[config.mk]
export PLATFORM = sky130hd
export DESIGN_NAME = flash_wp_feature_regs
export DESIGN_NICKNAME = d
export VERILOG_FILES = /design/src/rtl/flash_feat_pkg.sv /design/src/rtl/lock_guard.sv /design/src/rtl/feat_mux.sv /design/src/rtl/op_gate.sv /design/src/rtl/flash_wp_feature_regs.sv
export SDC_FILE = /design/constraint.sdc
export NUM_CORES = 1
export LEC_CHECK = 0
export ABC_CLOCK_PERIOD_IN_PS = 1500
export BUFFER_PORTS_ARGS = -buffer_cell sky130_fd_sc_hd__buf_2
export CORE_ASPECT_RATIO = 0.6
export CORE_MARGIN = 3
export CORE_UTILIZATION = 49
export CTS_BUF_LIST = sky130_fd_sc_hd__clkbuf_2
export DETAILED_ROUTE_END_ITERATION = 10
export PLACE_DENSITY = 0.92
export SKIP_CTS_REPAIR_TIMING = 1
export SYNTH_ARGS = -nofsm -noshare
export SYNTH_HDL_FRONTEND = slang
export SYNTH_SLANG_ARGS = --single-unit
[constraint.sdc]
create_clock -name clk -period 1.5 [get_ports clk]
set_input_delay 0.225 -clock clk [delete_from_list [all_inputs] [get_ports clk]]
set_output_delay 0.225 -clock clk [all_outputs]
set_load 0.005 [all_outputs]
[src/rtl/flash_feat_pkg.sv]
package flash_feat_pkg;
    parameter int BYTE_W = 8;
    parameter logic [BYTE_W-1:0] ADDR_PROT = 8'hA0;
    parameter logic [BYTE_W-1:0] ADDR_CFG  = 8'hB0;
    parameter logic [BYTE_W-1:0] ADDR_STAT = 8'hC0;
    localparam int LVL_W = 3;

    typedef enum logic [1:0] {
        OPK_READ  = 2'd0,
        OPK_PROG  = 2'd1,
        OPK_ERASE = 2'd2
    } op_kind_e;

    typedef struct packed {
        logic             guard;
        logic             cmpl;
        logic             inv;
        logic [LVL_W-1:0] level;
    } prot_t;

    typedef struct packed {
        logic                  wel;
        prot_t                 prot;
        logic                  ecc_en;
        logic                  prog_fail;
        logic                  erase_fail;
        logic [1:0]            ecc_st;
        logic [BYTE_W-1:0]     rdata;
        logic                  launch;
        logic [1:0]            launch_kind;
        logic                  abort;
    } regs_t;
endpackage

[src/rtl/lock_guard.sv]
module lock_guard (
    input  logic guard,
    input  logic wp_n,
    output logic allow
);
    always_comb begin
        allow = 1'b1;
        if (guard && !wp_n) allow = 1'b0;
    end
endmodule

[src/rtl/feat_mux.sv]
module feat_mux #(
    parameter int BYTE_W = 8,
    parameter logic [BYTE_W-1:0] A_PROT = 8'hA0,
    parameter logic [BYTE_W-1:0] A_CFG  = 8'hB0,
    parameter logic [BYTE_W-1:0] A_STAT = 8'hC0
) (
    input  logic [BYTE_W-1:0] addr,
    input  logic [BYTE_W-1:0] prot_byte,
    input  logic [BYTE_W-1:0] cfg_byte,
    input  logic [BYTE_W-1:0] stat_byte,
    output logic [BYTE_W-1:0] rbyte
);
    always_comb begin
        rbyte = '0;
        if (addr == A_PROT) rbyte = prot_byte;
        else if (addr == A_CFG) rbyte = cfg_byte;
        else if (addr == A_STAT) rbyte = stat_byte;
    end
endmodule

[src/rtl/op_gate.sv]
module op_gate (
    input  logic       wel,
    input  logic       busy,
    input  logic       do_prog,
    input  logic       do_erase,
    input  logic       do_read,
    output logic       go,
    output logic [1:0] kind
);
    import flash_feat_pkg::*;
    always_comb begin
        go   = 1'b0;
        kind = OPK_READ;
        if (!busy) begin
            if (do_prog && wel) begin
                go   = 1'b1;
                kind = OPK_PROG;
            end else if (do_erase && wel) begin
                go   = 1'b1;
                kind = OPK_ERASE;
            end else if (do_read) begin
                go   = 1'b1;
                kind = OPK_READ;
            end
        end
    end
endmodule

[src/rtl/flash_wp_feature_regs.sv]
module flash_wp_feature_regs
    import flash_feat_pkg::*;
(
    input  logic              clk,
    input  logic              rst,
    input  logic              cmd_wren,
    input  logic              cmd_wrdis,
    input  logic              cmd_setf,
    input  logic              cmd_getf,
    input  logic              cmd_rst,
    input  logic              cmd_prog,
    input  logic              cmd_erase,
    input  logic              cmd_pgrd,
    input  logic [BYTE_W-1:0] feat_addr,
    input  logic [BYTE_W-1:0] feat_wdata,
    input  logic              wp_n,
    input  logic              arr_busy,
    input  logic              op_done,
    input  logic [1:0]        op_kind,
    input  logic              op_fail,
    input  logic [1:0]        op_ecc,
    output logic [BYTE_W-1:0] feat_rdata,
    output logic              lock_wr_ok,
    output logic              launch_go,
    output logic [1:0]        launch_kind,
    output logic              abort_op
);
    localparam int GAP_W = BYTE_W - 2 - LVL_W - 1;

    regs_t r_q, r_d;
    logic [BYTE_W-1:0] prot_byte, cfg_byte, stat_byte, rd_byte;
    logic              gate_go;
    logic [1:0]        gate_kind;
    logic              unused_wbits;

    assign prot_byte = {r_q.prot.guard, {GAP_W{1'b0}}, r_q.prot.cmpl,
                        r_q.prot.inv, r_q.prot.level};
    assign cfg_byte  = {3'b000, r_q.ecc_en, 4'b0000};
    assign stat_byte = {2'b00, r_q.ecc_st, r_q.prog_fail, r_q.erase_fail,
                        r_q.wel, arr_busy};
    assign unused_wbits = ^{feat_wdata[6:5], feat_wdata[7:5] & 3'b0,
                            feat_wdata[3:0] & 4'b0};

    lock_guard u_guard (
        .guard (r_q.prot.guard),
        .wp_n  (wp_n),
        .allow (lock_wr_ok)
    );

    feat_mux #(
        .BYTE_W (BYTE_W),
        .A_PROT (ADDR_PROT),
        .A_CFG  (ADDR_CFG),
        .A_STAT (ADDR_STAT)
    ) u_mux (
        .addr      (feat_addr),
        .prot_byte (prot_byte),
        .cfg_byte  (cfg_byte),
        .stat_byte (stat_byte),
        .rbyte     (rd_byte)
    );

    op_gate u_gate (
        .wel      (r_q.wel),
        .busy     (arr_busy),
        .do_prog  (cmd_prog),
        .do_erase (cmd_erase),
        .do_read  (cmd_pgrd),
        .go       (gate_go),
        .kind     (gate_kind)
    );

    always_comb begin
        r_d             = r_q;
        r_d.launch      = gate_go;
        r_d.launch_kind = gate_kind;
        r_d.abort       = cmd_rst && arr_busy;
        if (cmd_getf) r_d.rdata = rd_byte;

        if (cmd_wren)  r_d.wel = 1'b1;
        if (cmd_wrdis) r_d.wel = 1'b0;

        if (cmd_setf) begin
            if (feat_addr == ADDR_PROT && lock_wr_ok) begin
                r_d.prot.level = feat_wdata[LVL_W-1:0];
                r_d.prot.inv   = feat_wdata[LVL_W];
                r_d.prot.cmpl  = feat_wdata[LVL_W+1];
                r_d.prot.guard = feat_wdata[BYTE_W-1];
            end
            if (feat_addr == ADDR_CFG) r_d.ecc_en = feat_wdata[4];
        end

        if (cmd_rst && !arr_busy) begin
            r_d.prog_fail  = 1'b0;
            r_d.erase_fail = 1'b0;
            r_d.ecc_st     = 2'b00;
        end

        if (op_done) begin
            case (op_kind)
                OPK_PROG: begin
                    r_d.wel       = 1'b0;
                    r_d.prog_fail = op_fail;
                end
                OPK_ERASE: begin
                    r_d.wel        = 1'b0;
                    r_d.erase_fail = op_fail;
                end
                OPK_READ: r_d.ecc_st = op_ecc;
                default: ;
            endcase
        end
    end

    always_ff @(posedge clk) begin
        if (rst) begin
            r_q            <= '0;
            r_q.prot.level <= '1;
        end else begin
            r_q <= r_d;
        end
    end

    assign feat_rdata  = r_q.rdata;
    assign launch_go   = r_q.launch;
    assign launch_kind = r_q.launch_kind;
    assign abort_op    = r_q.abort;

    assert_cmd_onehot_R2: assert property (@(posedge clk) disable iff (rst)
        $onehot0({cmd_wren, cmd_wrdis, cmd_setf, cmd_getf, cmd_rst,
                  cmd_prog, cmd_erase, cmd_pgrd}));
    assert_wel_set_R2: assert property (@(posedge clk) disable iff (rst)
        (cmd_wren && !op_done) |=> r_q.wel);
    assert_lock_frozen_R4: assert property (@(posedge clk) disable iff (rst)
        (cmd_setf && feat_addr == ADDR_PROT && r_q.prot.guard && !wp_n)
        |=> $stable(r_q.prot));
    assert_launch_needs_wel_R6: assert property (@(posedge clk) disable iff (rst)
        (cmd_erase && !r_q.wel) |=> !launch_go);
    assert_busy_no_launch_R6: assert property (@(posedge clk) disable iff (rst)
        arr_busy |=> !launch_go);
    assert_done_clears_wel_R7: assert property (@(posedge clk) disable iff (rst)
        (op_done && op_kind != OPK_READ && !cmd_wren) |=> !r_q.wel);
    assert_abort_when_busy_R8: assert property (@(posedge clk) disable iff (rst)
        (cmd_rst && arr_busy) |=> abort_op);
    assert_idle_no_abort_R8: assert property (@(posedge clk) disable iff (rst)
        !arr_busy |=> !abort_op);
endmodule

==> Word level (Yosys, flattened, before mapping) <==
Index checks and enable logic that the tools add are counted.
{ "word_totals": {"register_bits": 24, "input_bits": 34, "output_inout_bits": 13, "word_cells": 51} }
{ "op_classes": {"eq_ne": 5, "muxes": 18, "reduce_logical": 14} }
{ "op_table": {"columns": ["op", "n"], "rows": [
  ["equality test 8 bit, second input constant", 3],
  ["2-to-1 mux 8 bit", 2],
  ["2-to-1 mux 1 bit", 11],
  ["2-to-1 mux 4 bit", 2],
  ["logical AND 1 bit", 6],
  ["2-to-1 mux 6 bit", 1],
  ["2-to-1 mux 2 bit", 2],
  ["AND reduction 2 bit", 2],
  ["OR reduction 2 bit", 2],
  ["OR reduction 3 bit", 1],
  ["equality test 2 x 1 -> 1 bit, second input constant", 1],
  ["equality test 2 bit, second input constant", 1],
  ["zero test 1 bit", 2],
  ["zero test 2 bit", 1]
]} }

==> Depth between registers and ports, before layout <==
{ "depth": {"ltp_word": 5, "ltp_mapped": 5, "ltp_nobuf": 5} }

==> Hierarchy <==
Synthesis repeated with hierarchy kept, for this count alone.
{ "hier_totals": {"cells_unflattened": 157, "area_unflattened_um2": 1427.6} }
{ "modules_own_cells": {"columns": ["mod", "n_inst", "cells_each", "area_per_inst_um2", "seq_area_each_um2"], "rows": [
  ["flash_wp_feature_regs", 1, 110, 1039.7, 480.5],
  ["feat_mux", 1, 41, 345.3, 0.0],
  ["op_gate", 1, 5, 36.3, 0.0],
  ["lock_guard", 1, 1, 6.3, 0.0]
]} }

==> Least setup slack after synthesis <==
No wires, ideal clock.
{ "synth_path": {"path_kind": "in2reg", "from": "input feat_addr[1]", "to": "register r_q, in the netlist prot_byte[0]", "setup_time_ns": 0.072, "arrival_time_ns": 1.135, "required_ns": 1.428, "setup_slack_ns": 0.294, "stages": 4, "n_path_buf": 1, "cell_sequence": "nor4_4 -> and4_1 -> buf_6 -> mux2i_1"} }
{ "synth_via": {"elab_chain_len": 3} }
{ "synth_lines": {"columns": ["element", "line_no", "source"], "rows": [
  ["from (decl)", "flash_wp_feature_regs.sv:14", "input logic [BYTE_W-1:0] feat_addr,"],
  ["equality test 8 bit", "flash_wp_feature_regs.sv:84", "if (feat_addr == ADDR_PROT && lock_wr_ok) begin"],
  ["logical AND 1 bit", "flash_wp_feature_regs.sv:84", null],
  ["AND reduction 2 bit (no source line)", null, null],
  ["to (signal assigned)", "flash_wp_feature_regs.sv:120", "r_q <= r_d;"],
  ["to (decl)", "flash_wp_feature_regs.sv:30", "regs_t r_q, r_d;"]
]} }
No other way between the ends.
A chain may end at the register's enable or synchronous reset.

==> Worst setup path in the final report <==
{ "layout_path": {"from": "register r_q, in the netlist prot_byte[7]", "to": "output lock_wr_ok"} }
{ "layout_via": {"elab_chain_len": 2} }
{ "layout_lines": {"columns": ["element", "line_no", "source"], "rows": [
  ["logical AND 1 bit", "lock_guard.sv:8", "if (guard && !wp_n) allow = 1'b0;"],
  ["2-to-1 mux 1 bit", "lock_guard.sv:8", null],
  ["to (decl)", "flash_wp_feature_regs.sv:23", "output logic lock_wr_ok,"]
]} }
No other way between the ends.

==> key figures <==
Placed design
  • Gpl congestion: 0.831
  • Detailed placement HPWL: between 2 and 2.5 mm
  • # port buffers: 43
  • Placed insts: around 190
  • DP Area: ~1300 um2

Routing
  • DRC viols: 0
  • Drt initial violations: between 70 and 80
  • Vias: 1024
  • Wire length per cell: between 10 and 15 um
  • Router iterations before antenna repair: 4
  • Post-DRT Antenna Nets: 0
  • Routed WL: 2.66 mm
  • Vias per cell: 5.33

Logic synthesis
  • Synth unique cells: 33
  • Seq cells post-synth: 23
  • Syn nets: 164
  • Post-synthesis xor/xnor area fraction: 0%
  • FFs w/ async S/R, synth: 0%
  • Adder-Cell Fraction of Synth Area: between 3 and 4%
  • Dominant cell type by area after synthesis: dfxtp_1
  • Synth top area cells: dfxtp_1 (40%), nand2b_1 (8.1%), buf_4 (6.5%)
  • Area fraction of the dominant cell type after synthesis: roughly two fifths
  • Post-synthesis compound-gate area fraction: 13.2%
  • Post-Syn Area: 1150 um2
  • Multiplexer share of the synthesized area: approximately 5.2%
  • Area share of and/or/nand/nor cells after synthesis: 27.8%
  • Yosys warning total: 0
  • Sequential share of the synthesized area: 39.9%
  • Top-count cell post-synth: dfxtp_1
  • Main combinational cell family by area after synthesis: simple AND/OR/NAND/NOR gates
  • Cells after synthesis: 127
  • Number of synthesized flops with an enable pin: 0
  • Mean Syn Cell Area: 9.09 um2
  • Commonest cells in the netlist: dfxtp_1 (23), nand2b_1 (15), buf_4 (10)
  • Ys flop type: dfxtp_1

Die
  • Die height: 43.6 um
  • Row cnt: 12
  • Die ar.: roughly 3000 um2
  • Die X: slightly below 70 um
  • I/O pin count: 47
  • CORE AREA: just over 2000 um2
  • Initial Util: 57.0%

Critical path
  • Crit-path slowest cell: dfxtp_1
  • Capturing point of the worst reg2reg path: prot_byte[3]
  • Largest stage delay, worst path: 0.40 ns
  • R2R Setup Slk: between 0.3 and 0.4 ns
  • WP data arrival: 0.96 ns
  • Worst Setup Start Kind: register
  • Crit path capture type: output pin
  • CP Max Fanout: 3
  • WP depth: 2
  • Worst setup path endpoint: lock_wr_ok
  • Worst flop-to-flop path startpoint: prot_byte[7]
  • Critical path class: reg -> out
  • Crit path from: prot_byte[7]
  • Buffer and inverter count on the worst path: 1
  • CP required: 1.27 ns
  • Crit-path cells: nand2b_1 -> buf_2
  • Top delay family on crit path: flip-flops
  • R2R cell count: 3

Global routing
  • Remaining Overflow, GRT: 0
  • First-pass GRT wire length: 4.17 mm
  • Total GRT Usage: 19.1%
  • Initial antenna violation count: 0
  • Pin count of the biggest net entering global routing: 22
  • Vias in the first global route: 918

Flow run
  • Maxcap violations: 0

Timing
  • Final hold viol count: 0
  • Crit path time final: 1.19 ns
  • Smallest hold slack: 0.0844 ns
  • RSZ-0062 raised after global routing: no
  • Final setup fails: 0
  • Tcrit/Tclk final: between 70% and 80%
  • Final Max Slew Viols: 0
  • Setup TNS: 0 ns
  • Fmax: 841 MHz
  • Skew final: approximately 0.005 ns

Cells and area
  • Final Cell Area: roughly 1400 um2
  • Fin cells: 192
  • Filler Cell Count: 170
  • N_diodes: 0
  • Fraction of layout cells with a size suffix above 1: 32.9%
  • Final #Nets: 202
  • Area Overhead vs Synth: 17.9%
  • Multi-input gate area: 576 um2
  • FF+latch area: 460 um2

Min path
  • Hold Crit Class: in -> reg

Power and ir drop
  • Power Total: 1.01 mW
  • LEAKAGE: 0.590 nW
  • Maximum VDD drop: 0.535 mV
  • Pwr dens: 740 nW/um2

Clock network
  • Clk slew on worst S/H paths: 0.20 ns
  • Clk sinks: 23
  • CTS tree: done
  • Worst-Skew Late Latency: 0.33 ns
  • Num CTS Buffers: 3
  • H-tree depth: 1
  • CTS Root Cell: clkbuf_2
  • CTS max path bufs: 2

Status
  • Outcome: finished clean
[sequential cells by signal, summed over array words and instances, names as in the netlist]
| register | cells |
|---|---|
| prot_byte | 6 |
| launch_go | 1 |
| r_q | 5 |
| launch_kind | 2 |
| cfg_byte | 1 |
| feat_rdata | 7 |
| abort_op | 1 |
[power by group]
group	switching (mW)	internal [mW]	leakage [nW]
Combinational	0.0703	0.0658	0.387
Sequential	0.00435	0.619	0.186
Clock	0.177	0.0706	0.0166
Total	0.251	0.756	0.590
[worst min path at each step]
stage	start	end	slack [ns]	cells past startpoint
4_1_cts	cmd_wrdis	r_q[23]	-0.002	2
3_5_place_dp	cmd_wrdis	r_q[23]	0.39	2
2_1_floorplan	cmd_wrdis	r_q[23]	0.31	1
6_report	cmd_pgrd	launch_go	0.08	2
5_1_grt	cmd_rst	abort_op	0.06	3
3_3_place_gp	cmd_wrdis	r_q[23]	0.39	2
[routing by layer]
metal / GRT usage, % / vias to the layer above / wire (um)
li1: - / 512 / -
met5: 0 / - / 0
met3: 6.48 / 9 / 214
met4: 9.49 / 0 / 79
met2: 31.3 / 47 / 1250
met1: 22.3 / 456 / 1110
[cell type report]
class | count | area share, %
Clock buffer | 4 | 1.47
Inverter | 4 | 1.10
Multi-Input combinational cell | 85 | 42.3
Sequential cell | 23 | 33.8
Tap cell | 28 | 2.57
Timing Repair Buffer | 48 | 18.7
[kinds of logic (layout without fill, tap and decap cells)]
kind of cell | count (synthesis) | in the layout
simple gates | 54 | 54
flops | 23 | 23
compound gates | 21 | 21
buf+inv | 19 | 56
mux | 6 | 6
fa+ha+maj | 3 | 3
other cells | 1 | 1
[placed cells by master (no fill, tap or decap), drive strengths merged, types with 2 or more instances in the layout]
| cell type | instances |
|---|---|
| a21oi | 7 |
| a22oi | 4 |
| buf | 47 |
| clkbuf | 4 |
| dfxtp | 23 |
| ha | 3 |
| inv | 4 |
| mux2i | 6 |
| nand2 | 6 |
| nand2b | 15 |
| nand3 | 8 |
| nand4 | 4 |
| nor2 | 9 |
| nor2b | 3 |
| o21a | 2 |
| o32ai | 4 |
[worst reg2reg max path: stages (launching register included)]
cell	delay, ns
dfxtp_1	0.37
nand2b_1	0.10
and4_1	0.37
mux2i_1	0.23
[through the flow]
step	setup slack (ns)	utilization (%)
after global routing	0.257	67.2
final	0.311	67.2
after global placement	0.190	65.7
after CTS	0.312	66.7
after floorplan	0.294	-
after detailed placement	0.127	65.7
(Power assumes the default switching activity.)
